<file path="src/rtl/rtcev_pkg.sv">
package rtcev_pkg;
  localparam int FLAG_PER  = 0;
  localparam int FLAG_ALM  = 1;
  localparam int FLAG_UPD  = 2;
  localparam int FLAG_PEND = 7;

  // true when compare value c still lies ahead of counter now
  function automatic logic cnt_ahead(input logic [31:0] c, input logic [31:0] now);
    logic [31:0] diff;
    diff = now - c;
    return diff[31];
  endfunction
endpackage

</file>
<file path="src/rtl/rtcev_rate.sv">
module rtcev_rate #(
  parameter int CODE_W    = 4,
  parameter int LIM_W     = 8,
  parameter int BASE_LOG2 = 6
) (
  input  logic [31:0]       base_delta,
  input  logic [CODE_W-1:0] code,
  input  logic              per_en,
  output logic [LIM_W-1:0]  limit,
  output logic [31:0]       delta
);
  localparam logic [CODE_W-1:0] BASE_CODE = CODE_W'(BASE_LOG2);

  logic [31:0] fast;
  always_comb begin
    limit = '0;
    fast  = base_delta;
    if (code <= BASE_CODE) limit = LIM_W'(1) << (BASE_LOG2 - int'(code));
    else                   fast  = base_delta >> (int'(code) - BASE_LOG2);
    delta = (per_en && code > BASE_CODE) ? fast : base_delta;
  end
endmodule

</file>
<file path="src/rtl/rtcev_rearm.sv">
module rtcev_rearm #(
  parameter int STEP_W = 8,
  parameter int LOST_W = 16
) (
  input  logic              clk,
  input  logic              rst_n,
  input  logic              en_any,
  input  logic              tick,
  input  logic [31:0]       count,
  input  logic [31:0]       delta,
  output logic [31:0]       cmp,
  output logic              armed,
  output logic              done,
  output logic [STEP_W-1:0] lost_n,
  output logic [LOST_W-1:0] lost_total
);
  import rtcev_pkg::*;
  localparam int SUM_W = ((LOST_W > STEP_W) ? LOST_W : STEP_W) + 1;
  localparam logic [LOST_W-1:0] LOST_MAX = {LOST_W{1'b1}};
  localparam logic [STEP_W-1:0] STEP_MAX = {STEP_W{1'b1}};

  typedef enum logic {ST_IDLE, ST_STEP} st_t;
  st_t st;
  logic prev_any;
  logic [STEP_W-1:0] steps;
  logic [SUM_W-1:0] sum;

  assign sum = SUM_W'(lost_total) + SUM_W'(steps);

  always_ff @(posedge clk) begin
    if (!rst_n) begin
      st <= ST_IDLE; prev_any <= 1'b0; armed <= 1'b0; done <= 1'b0;
      cmp <= '0; steps <= '0; lost_n <= '0; lost_total <= '0;
    end else begin
      prev_any <= en_any;
      done     <= 1'b0;
      if (!en_any) begin
        armed <= 1'b0;
        st    <= ST_IDLE;
      end else if (!prev_any) begin
        armed <= 1'b1;
        cmp   <= count + delta;
        st    <= ST_IDLE;
      end else begin
        case (st)
          ST_IDLE: if (tick && armed) begin
            cmp   <= cmp + delta;
            steps <= '0;
            st    <= ST_STEP;
          end
          ST_STEP: if (cnt_ahead(cmp, count) || steps == STEP_MAX) begin
            done       <= 1'b1;
            lost_n     <= steps;
            lost_total <= (sum > SUM_W'(LOST_MAX)) ? LOST_MAX : LOST_W'(sum);
            st         <= ST_IDLE;
          end else begin
            cmp   <= cmp + delta;
            steps <= steps + 1'b1;
          end
          default: st <= ST_IDLE;
        endcase
      end
    end
  end

  assert_disarm_R2: assert property (@(posedge clk) disable iff (!rst_n)
    !en_any |=> !armed);
  assert_arm_load_R2: assert property (@(posedge clk) disable iff (!rst_n)
    (en_any && !prev_any) |=> (armed && cmp == $past(count) + $past(delta)));
  assert_lost_monotonic_R8: assert property (@(posedge clk) disable iff (!rst_n)
    lost_total >= $past(lost_total));
  assert_done_single_R9: assert property (@(posedge clk) disable iff (!rst_n)
    done |=> !done);
endmodule

</file>
<file path="src/rtl/rtcev_events.sv">
module rtcev_events #(
  parameter int TIME_W = 8,
  parameter int LIM_W  = 8,
  parameter int STEP_W = 8,
  parameter int CNT_W  = 16
) (
  input  logic              clk,
  input  logic              rst_n,
  input  logic              done,
  input  logic [STEP_W-1:0] lost_n,
  input  logic              en_u,
  input  logic              en_a,
  input  logic              en_p,
  input  logic [TIME_W-1:0] hour,
  input  logic [TIME_W-1:0] minute,
  input  logic [TIME_W-1:0] sec,
  input  logic [TIME_W-1:0] a_hour,
  input  logic [TIME_W-1:0] a_min,
  input  logic [TIME_W-1:0] a_sec,
  input  logic [LIM_W-1:0]  limit,
  output logic              evt_valid,
  output logic [15:0]       evt_word
);
  import rtcev_pkg::*;
  localparam logic [TIME_W-1:0] SEC_NONE = {TIME_W{1'b1}};

  logic prev_u;
  logic [TIME_W-1:0] prev_sec;
  logic [CNT_W-1:0] pie_cnt, pie_next;
  logic fresh_u, hit_u, hit_a, hit_p;

  always_comb begin
    fresh_u  = en_u && !prev_u;
    pie_next = pie_cnt + CNT_W'(lost_n) + 1'b1;
    hit_p    = en_p && (pie_next >= CNT_W'(limit));
    hit_a    = en_a && hour == a_hour && minute == a_min && sec == a_sec;
    hit_u    = en_u && !fresh_u && prev_sec != SEC_NONE && sec != prev_sec;
  end

  always_ff @(posedge clk) begin
    if (!rst_n) begin
      prev_u <= 1'b0; prev_sec <= SEC_NONE; pie_cnt <= '0;
      evt_valid <= 1'b0; evt_word <= '0;
    end else begin
      prev_u    <= en_u;
      evt_valid <= 1'b0;
      if (fresh_u) prev_sec <= SEC_NONE;
      else if (done && en_u && sec != prev_sec) prev_sec <= sec;
      if (!en_p) pie_cnt <= '0;
      else if (done) pie_cnt <= hit_p ? '0 : pie_next;
      if (done && (hit_u || hit_a || hit_p)) begin
        evt_valid <= 1'b1;
        evt_word  <= '0;
        evt_word[15:8]    <= 8'd1;
        evt_word[FLAG_PEND] <= 1'b1;
        evt_word[FLAG_PER]  <= hit_p;
        evt_word[FLAG_ALM]  <= hit_a;
        evt_word[FLAG_UPD]  <= hit_u;
      end
    end
  end

  assert_word_format_R9: assert property (@(posedge clk) disable iff (!rst_n)
    evt_valid |-> (evt_word[15:8] == 8'd1 && evt_word[FLAG_PEND] && (|evt_word[2:0])));
  assert_strobe_single_R9: assert property (@(posedge clk) disable iff (!rst_n)
    evt_valid |=> !evt_valid);
  assert_strobe_after_done_R9: assert property (@(posedge clk) disable iff (!rst_n)
    evt_valid |-> $past(done));
  assert_alarm_needs_en_R6: assert property (@(posedge clk) disable iff (!rst_n)
    (evt_valid && evt_word[FLAG_ALM]) |-> $past(en_a));
endmodule

</file>
<file path="src/rtl/rtcev_gen.sv">
module rtcev_gen #(
  parameter int TIME_W    = 8,
  parameter int CODE_W    = 4,
  parameter int LIM_W     = 8,
  parameter int STEP_W    = 8,
  parameter int LOST_W    = 16,
  parameter int BASE_LOG2 = 6
) (
  input  logic              clk,
  input  logic              rst_n,
  input  logic              tick_i,
  input  logic [31:0]       count_i,
  input  logic [31:0]       base_delta_i,
  input  logic [TIME_W-1:0] hour_i,
  input  logic [TIME_W-1:0] min_i,
  input  logic [TIME_W-1:0] sec_i,
  input  logic              en_update_i,
  input  logic              en_alarm_i,
  input  logic              en_periodic_i,
  input  logic [TIME_W-1:0] alarm_hour_i,
  input  logic [TIME_W-1:0] alarm_min_i,
  input  logic [TIME_W-1:0] alarm_sec_i,
  input  logic [CODE_W-1:0] rate_code_i,
  output logic              irq_o,
  output logic [15:0]       evt_word_o,
  output logic [31:0]       cmp_o,
  output logic              armed_o,
  output logic [LOST_W-1:0] lost_total_o
);
  localparam int CNT_W = (STEP_W > LIM_W ? STEP_W : LIM_W) + 2;

  logic [LIM_W-1:0]  limit;
  logic [31:0]       delta;
  logic              done;
  logic [STEP_W-1:0] lost_n;
  logic              en_any;

  assign en_any = en_update_i | en_alarm_i | en_periodic_i;

  rtcev_rate #(.CODE_W(CODE_W), .LIM_W(LIM_W), .BASE_LOG2(BASE_LOG2)) u_rate (
    .base_delta(base_delta_i), .code(rate_code_i), .per_en(en_periodic_i),
    .limit(limit), .delta(delta));

  rtcev_rearm #(.STEP_W(STEP_W), .LOST_W(LOST_W)) u_rearm (
    .clk(clk), .rst_n(rst_n), .en_any(en_any), .tick(tick_i), .count(count_i),
    .delta(delta), .cmp(cmp_o), .armed(armed_o), .done(done), .lost_n(lost_n),
    .lost_total(lost_total_o));

  rtcev_events #(.TIME_W(TIME_W), .LIM_W(LIM_W), .STEP_W(STEP_W), .CNT_W(CNT_W)) u_events (
    .clk(clk), .rst_n(rst_n), .done(done), .lost_n(lost_n),
    .en_u(en_update_i), .en_a(en_alarm_i), .en_p(en_periodic_i),
    .hour(hour_i), .minute(min_i), .sec(sec_i),
    .a_hour(alarm_hour_i), .a_min(alarm_min_i), .a_sec(alarm_sec_i),
    .limit(limit), .evt_valid(irq_o), .evt_word(evt_word_o));
endmodule

</file>
<file path="config.mk">
export PLATFORM = sky130hd
export DESIGN_NAME = rtcev_gen
export DESIGN_NICKNAME = d
export VERILOG_FILES = /design/src/rtl/rtcev_pkg.sv /design/src/rtl/rtcev_rate.sv /design/src/rtl/rtcev_rearm.sv /design/src/rtl/rtcev_events.sv /design/src/rtl/rtcev_gen.sv
export SDC_FILE = /design/constraint.sdc
export NUM_CORES = 1
export LEC_CHECK = 0
export ABC_AREA = 0
export BUFFER_PORTS_ARGS = -buffer_cell sky130_fd_sc_hd__buf_2
export CAP_MARGIN = 20
export CORE_UTILIZATION = 48
export CTS_BUF_LIST = sky130_fd_sc_hd__clkbuf_8
export CTS_CLUSTER_SIZE = 28
export DETAILED_ROUTE_END_ITERATION = 12
export PLACE_DENSITY = 0.71
export SETUP_SLACK_MARGIN = 0.15
export SLEW_MARGIN = 5
export SYNTH_ARGS = -nofsm -noshare
export SYNTH_HDL_FRONTEND = slang
export SYNTH_SLANG_ARGS = --single-unit
</file>
<file path="constraint.sdc">
create_clock -name clk -period 5.7 [get_ports clk]
set_input_delay 0.57 -clock clk [delete_from_list [all_inputs] [get_ports clk]]
set_output_delay 0.57 -clock clk [all_outputs]
set_load 0.1 [all_outputs]
</file>
==> run metrics, run 1 <==
run status finished clean; GRT Util Overall 27.03%; cts-stage hold buffer count 0; pins over their slew limit 0; wire length per cell approximately 17 um; slack of the worst reg-to-reg path 2.09 ns; number of levels the H-tree was split into 3; DIE HEIGHT 141.9 um; count of port buffers added during placement between 150 and 200; internal power 1.401 mW; final number of setup-violating endpoints 0; count of synthesis-stage warnings from yosys 0; post-synth cell types between 70 and 80; number of global-route vias before repair 8565; average vias per placed instance ~5.7; standard-cell rows 50; number of buffers created by CTS 9; area share of the largest cell type after synthesis 19.60%; net switching power of the design 1.397 mW; Switching Fraction roughly 50%; Worst EP arrival 5.12 ns; post-synthesis share of cell area spent on xor and xnor gates 6.805%; number of inserted filler cells in the final layout 1851; Routability Congestion ~0.94; global-route wire length before repair approximately 43000 um; nature of the critical path endpoint flop; sequential area share after synthesis between 10% and 20%; fraction of the cycle the final worst path needs between 80% and 90%; final global-route overflow total 0; total of flip-flops plus latches after synthesis 92; P_leak 4.826 nW; Final Util 56.04%; antenna diode instance count 0; flip-flop cell with the highest count after synthesis sky130_fd_sc_hd__dfxtp_1; type of the most critical hold path primary input to flop; post-layout minimum cycle time 4.819 ns; largest driver fanout on the critical path 22; power per standard cell area 263.4 nW/um2; maximum number of pins on one net before global-route repair 65; clock network power share ~17%; Post-Synthesis Cells 1216; initial antenna violation count 0; total number of vias 9297; startpoint types primary input; worst endpoint required time 6.00 ns; Final #Nets 1573; most frequent standard cell in the layout excluding fill and tap cells sky130_fd_sc_hd__buf_2; fraction of the mapped netlist area in adder cells 12.62%; cell type with the highest occurrence count on the critical path sky130_fd_sc_hd__a21oi_1; remaining max-slew budget at the tightest pin 29.81%; critical-path cell with the highest stage delay sky130_fd_sc_hd__nand2_1; number of setup buffers added after CTS 0; total core area between 15000 and 20000 um2; synthesized-area fraction occupied by ao, oa, aoi and oai cells between 20% and 30%; count of flip-flops with a built-in enable after synthesis 0; setup slack at placement 0.5384 ns; highest clock rate between 200 and 250 MHz; Syn Std Cell Area 9395 um2; highest-count cells in the layout ignoring fill and taps sky130_fd_sc_hd__buf_2 (176), sky130_fd_sc_hd__nand2_1 (126), sky130_fd_sc_hd__nor2_1 (121), sky130_fd_sc_hd__dfxtp_1 (92), sky130_fd_sc_hd__ha_1 (90); layout cell share with drive strength beyond 1 roughly 20%; TritonCTS clock tree done; Post-DP Area about 10000 um2; maximum clock path buffer count 2; Finished Cell Area ~11000 um2; slack of the critical path 0.8805 ns; synthesis-to-layout area growth 13.06%; number of placed cells counting well taps 1607; number of violations of the max-capacitance limit 0; total area of sequential cells 1842 um2; setup repair after global routing missed its margin no; Slowest Stage Delay on Critical Path 0.57 ns; family of cells with the greatest summed delay on the critical path compound AO/OA/AOI/OAI gates; residual DRC count 0; Total Neg Setup Slack 0 ns; Mean Syn Cell Area about 7.7 um2; critical-path cell list buf_2, nand2_1, nand2_1, nand2_1, o21ai_0, a21oi_1, nor2_1, a21oi_1, o21ai_0, inv_1, fa_1, nor2b_1, o211ai_1, a21oi_1, o311ai_2, a211oi_1, o21ai_0, a21oi_1, nor3_1, o41ai_2; die outline area between 20000 and 25000 um2; fraction of synthesized area in multiplexers 13.16%; count of endpoints failing hold in the final timing report 0; dominant combinational cell family by area after synthesis compound AO/OA/AOI/OAI gates; post-route clock skew 0.008906 ns; Comb pwr share roughly 56%; horizontal die dimension around 140 um; DR pass1 iterations 5; path type of the worst setup path primary input to flop; combined area of the multi-input logic cells 7017 um2; Yosys top cell by area sky130_fd_sc_hd__dfxtp_1; buffers and inverters on the worst path 2; Final Routed Wirelength 27250 um; Max IR drop VDD 0.2574 mV; share of synthesized cell area in and, or, nand and nor gates 19.20%; post-cts sizing count 0; slew at the pin closest to its max-slew limit 1.045 ns; initial core utilization about half; number of DRC violations after detailed-routing iteration 0 565; final std cells w/o fill 1622; post-route ant nets 0; fraction of synthesis flops using an asynchronous set or reset pin 0%; CTS root buf sky130_fd_sc_hd__clkbuf_8; top-level I/O count 188; clock sink count 92; largest cells by area after synthesis sky130_fd_sc_hd__dfxtp_1 (20%), sky130_fd_sc_hd__ha_1 (12%), sky130_fd_sc_hd__mux2i_1 (6.9%); sequential fraction of design power 26.9%; Worst-Skew Late Latency 0.39 ns; clock edge transition at the registers on the reported setup and hold paths 0.10 ns; half-perimeter wire length after detailed placement 21870 um
==> cells in the mapped netlist, types with 29 or more instances <==
cell                       instances
sky130_fd_sc_hd__nand2_1         126
sky130_fd_sc_hd__nor2_1          121
sky130_fd_sc_hd__dfxtp_1          92
sky130_fd_sc_hd__ha_1             90
sky130_fd_sc_hd__a21oi_1          75
sky130_fd_sc_hd__inv_1            67
sky130_fd_sc_hd__mux2i_1          65
sky130_fd_sc_hd__o21ai_0          64
sky130_fd_sc_hd__mux2_2           46
sky130_fd_sc_hd__xnor2_1          40
sky130_fd_sc_hd__clkbuf_1         38
sky130_fd_sc_hd__nand3_1          35
sky130_fd_sc_hd__xor2_1           33
sky130_fd_sc_hd__a211oi_1         29
sky130_fd_sc_hd__a21o_1           29
==> registers in the layout, summed over array words and instances, names as in the netlist, 4 cells and up <==
register,cells
u_rearm.lost_n,8
u_events.prev_sec,8
u_events.pie_cnt,10
u_rearm.steps,8
u_rearm.lost_total,16
u_rearm.cmp,32
u_events.evt_word,4
==> final timing paths <==
| kind | start | endpoint | cells after the start |
|---|---|---|---|
| max reg2reg | u_rearm.prev_any | u_rearm.cmp[31] | 12 |
| min reg2reg | u_events.evt_word[0] | u_events.evt_word[0] | 2 |
| min | en_alarm_i | u_rearm.prev_any | 3 |
| max | rate_code_i[1] | u_rearm.cmp[30] | 20 |
==> power by group through the flow <==
| stage | registers (mW) | logic (mW) | clock network (mW) |
|---|---|---|---|
| 2_1_floorplan | 1.13 | 0.854 | 0 |
| 3_3_place_gp | 0.766 | 1.55 | 0 |
| 3_5_place_dp | 0.766 | 1.56 | 0 |
| 4_1_cts | 0.752 | 1.57 | 0.479 |
| 5_1_grt | 0.760 | 1.70 | 0.506 |
| 6_report | 0.751 | 1.58 | 0.465 |
==> logic make-up (layout without fill, tap and decap cells) <==
kind of cell	count (synthesis)	after routing
buffers and inverters	137	273
muxes	114	114
adders and majority gates	93	93
AOI/OAI and AO/OA	312	312
and+or+nand+nor	394	394
DFF	92	92
xor gates and xnor gates	73	73
other	1	11
==> tightest hold or removal path: cells and delay by family <==
family        cells  cell delay [ns]
buf+inv           1             0.09
simple gates      2             0.13
==> per-stage QoR <==
step / hold slack (ns) / power (mW)
after global routing: 0.4314 / 2.965
after floorplan: 0.4450 / 1.989
after detailed placement: 0.4478 / 2.327
after CTS: 0.4211 / 2.802
after global placement: 0.4472 / 2.315
final: 0.4430 / 2.798
==> area by class of cell <==
class | instances | area share, %
inverters | 68 | 2.403
multi-input cells | 997 | 66.05
clock buffers | 9 | 1.166
clock inverters | 6 | 0.6949
well taps | 260 | 3.062
repair buffers | 190 | 9.282
flip-flops and latches | 92 | 17.34
==> layer usage <==
layer | vias up | track usage (%) | wire [um]
met4 | 0 | 11.26 | 947
li1 | 4672 | - | -
met3 | 62 | 4.084 | 1444
met1 | 4215 | 33.00 | 12020
met2 | 348 | 47.21 | 12830
met5 | - | 0 | 0
(Power assumes the default switching activity.)
==> run 2: changes to the inputs <==
--- a/config.mk
+++ b/config.mk
@@ -12,7 +12,7 @@
 export CTS_BUF_LIST = sky130_fd_sc_hd__clkbuf_8
 export CTS_CLUSTER_SIZE = 28
 export DETAILED_ROUTE_END_ITERATION = 12
-export PLACE_DENSITY = 0.71
+export PLACE_DENSITY = 0.74
 export SETUP_SLACK_MARGIN = 0.15
 export SLEW_MARGIN = 5
 export SYNTH_ARGS = -nofsm -noshare
==> constraint.sdc (replaced) <==
create_clock -name clk -period 4.1 [get_ports clk]
set_input_delay 0.41 -clock clk [delete_from_list [all_inputs] [get_ports clk]]
set_output_delay 0.41 -clock clk [all_outputs]
set_load 0.1 [all_outputs]
==> run metrics, run 2 (synthesized netlist as in run 1, its figures left out) <==
pins over their slew limit 0 (unchanged); number of buffers created by CTS 9 (unchanged); crit path launch rate_code_i[1]; average vias per placed instance 5.703 (-0.51%); R2R Path Start u_rearm.lost_n[0]; fraction of the cycle the final worst path needs 93.77%; die outline area 20140 um2 (unchanged); initial antenna violation count 0 (unchanged); DR pass1 iterations 5 (unchanged); startpoint types primary input; initial core utilization 49.56% (unchanged); total number of vias 10070 (+8.3%); Worst EP arrival 4.12 ns (-1.00 ns); layout cell share with drive strength beyond 1 28.90% (+8.9 points); power per standard cell area 361.9 nW/um2 (+37%); horizontal die dimension 141.9 um (unchanged); number of levels the H-tree was split into 3 (unchanged); TritonCTS clock tree done; clock edge transition at the registers on the reported setup and hold paths 0.10 ns (about the same); post-route ant nets 0 (unchanged); half-perimeter wire length after detailed placement 23220 um (+6.2%); Final Routed Wirelength 29130 um (+6.9%); worst endpoint required time 4.37 ns (-1.63 ns); total core area 18960 um2 (unchanged); highest clock rate between 200 and 300 MHz; count of port buffers added during placement 176 (unchanged); maximum clock path buffer count 2 (unchanged); number of global-route vias before repair 9407 (+9.8%); P_leak 5.589 nW (+16%); number of placed cells counting well taps 1749 (+8.8%); number of DRC violations after detailed-routing iteration 0 742 (+31%); Top reg by flops u_rearm.cmp; Final #Nets 1716 (+9.1%); clock sink count 92 (unchanged); post-layout minimum cycle time 3.844 ns; final global-route overflow total 0 (unchanged); Routability Congestion 0.9899 (+5.5%); highest-count cells in the layout ignoring fill and taps sky130_fd_sc_hd__buf_2 (174), sky130_fd_sc_hd__buf_4 (149), sky130_fd_sc_hd__nand2_1 (125), sky130_fd_sc_hd__nor2_1 (121), sky130_fd_sc_hd__dfxtp_1 (92); Max IR drop VDD 0.3589 mV (+39%); path type of the worst setup path primary input to flop; nature of the critical path endpoint flop; Top Registers u_rearm.cmp x32, u_rearm.lost_total x16, u_events.pie_cnt x10; number of violations of the max-capacitance limit 0 (unchanged); post-route clock skew 0.01179 ns (+0.002885 ns); number of flip-flops under the largest register name 32 (unchanged); count of endpoints failing hold in the final timing report 0 (unchanged); DIE HEIGHT 141.9 um (unchanged); Worst-Skew Late Latency 0.40 ns (about the same); top-level I/O count 188 (unchanged); worst hold slack 0.2887 ns (-0.1543 ns); number of setup buffers added after CTS 0 (unchanged); slew at the pin closest to its max-slew limit 0.9938 ns (-0.05112 ns); global-route wire length before repair 46240 um (+7.8%); type of the most critical hold path primary input to flop; origin of the worst min-delay path sec_i[1]; remaining max-slew budget at the tightest pin 33.75% (+3.9 points); run status finished clean; setup repair after global routing missed its margin no; CTS root buf sky130_fd_sc_hd__clkbuf_8; most frequent standard cell in the layout excluding fill and tap cells sky130_fd_sc_hd__buf_2; final std cells w/o fill 1765 (+8.8%); synthesis-to-layout area growth 26.91%; number of inserted filler cells in the final layout 1716 (-7.3%); standard-cell rows 50 (unchanged); wire length per cell 16.50 um (-1.8%); largest driver fanout on the critical path 16 (-27%); residual DRC count 0 (unchanged); maximum number of pins on one net before global-route repair 64 (-1.5%); Total Neg Setup Slack 0 ns (unchanged); GRT Util Overall 28.97% (+1.9 points); final number of setup-violating endpoints 0 (unchanged); antenna diode instance count 0 (unchanged)
-- run 2: cell count changes in the layout (fill, tap and decap cells not counted), moves of 2 or more --
cell	delta
sky130_fd_sc_hd__a21oi_1	-4
sky130_fd_sc_hd__a21oi_2	+4
sky130_fd_sc_hd__buf_12	+6
sky130_fd_sc_hd__buf_2	-2
sky130_fd_sc_hd__buf_4	+135
sky130_fd_sc_hd__ha_1	-3
sky130_fd_sc_hd__ha_2	+2
sky130_fd_sc_hd__inv_6	+2
sky130_fd_sc_hd__o21ai_0	-17
sky130_fd_sc_hd__o21ai_1	+15
sky130_fd_sc_hd__o21ai_2	+2
-- run 2: through the flow --
step	setup WS (ns)	utilization, %	instance area, um2	total power [mW]
6_report	0.2555	62.90	11920	4.315
5_1_grt	0.1373	62.90	11920	4.558
4_1_cts	0.1500	62.43	11830	4.270
3_5_place_dp	-0.5087	61.21	11600	3.546
3_3_place_gp	-0.4188	61.21	11600	3.511
2_1_floorplan	0.1417	-	9530	2.785
-- run 2: final timing paths --
check	endpoint	slack [ns]	cells past startpoint
setup reg to reg	u_events.pie_cnt[0]	0.53	16
hold / removal	u_events.prev_sec[1]	0.29	3
hold reg to reg	u_events.evt_word[0]	0.47	2
setup / recovery	u_rearm.cmp[31]	0.26	18
-- run 2: critical path, cell delays in order --
cell and delay [ns]:
sky130_fd_sc_hd__clkbuf_4 0.18, sky130_fd_sc_hd__ha_1 0.19, sky130_fd_sc_hd__inv_1 0.05, sky130_fd_sc_hd__ha_2 0.16, sky130_fd_sc_hd__a311o_2 0.41, sky130_fd_sc_hd__buf_4 0.22, sky130_fd_sc_hd__mux2_2 0.31, sky130_fd_sc_hd__ha_1 0.33
sky130_fd_sc_hd__a211oi_1 0.26, sky130_fd_sc_hd__o21ai_1 0.12, sky130_fd_sc_hd__buf_4 0.16, sky130_fd_sc_hd__o22ai_1 0.32, sky130_fd_sc_hd__a21oi_2 0.17, sky130_fd_sc_hd__a311oi_4 0.39, sky130_fd_sc_hd__o311ai_2 0.12, sky130_fd_sc_hd__xnor2_1 0.14
sky130_fd_sc_hd__mux2i_1 0.12, sky130_fd_sc_hd__nor2_1 0.06
-- run 2: layout make-up --
class                      count  area, um2  share of cell area (%)
multi-input combinational    997       7128                   59.78
clock inverter                 6      96.34                  0.8080
tap                          260      325.3                   2.728
timing repair buffer         333       2148                   18.02
sequential                    92       1842                   15.45
clock buffer                   9      123.9                   1.039
inverter                      68      260.3                   2.183
-- run 2: report_power, final --
part,switching [mW],internal (mW),total [mW]
Clock,0.367,0.349,0.716
Combinational,1.61,0.948,2.56
Sequential,0.0734,0.970,1.04
Total,2.05,2.27,4.31
-- run 2: routing by layer --
layer	wire [um]	global-route usage (%)	vias to the layer above
met5	0	0	-
met4	921	10.81	0
met3	1589	4.117	67
met2	13800	50.40	394
met1	12820	36.15	4651
li1	-	-	4953
-- run 2: repair_timing --
item                                   4_1_cts  5_1_grt
hold buffers                                 0        0
setup endpoints to repair                   11       14
pin swaps                                    0        4
endpoints found under the hold margin        0        0
gates resized for setup                      5       31
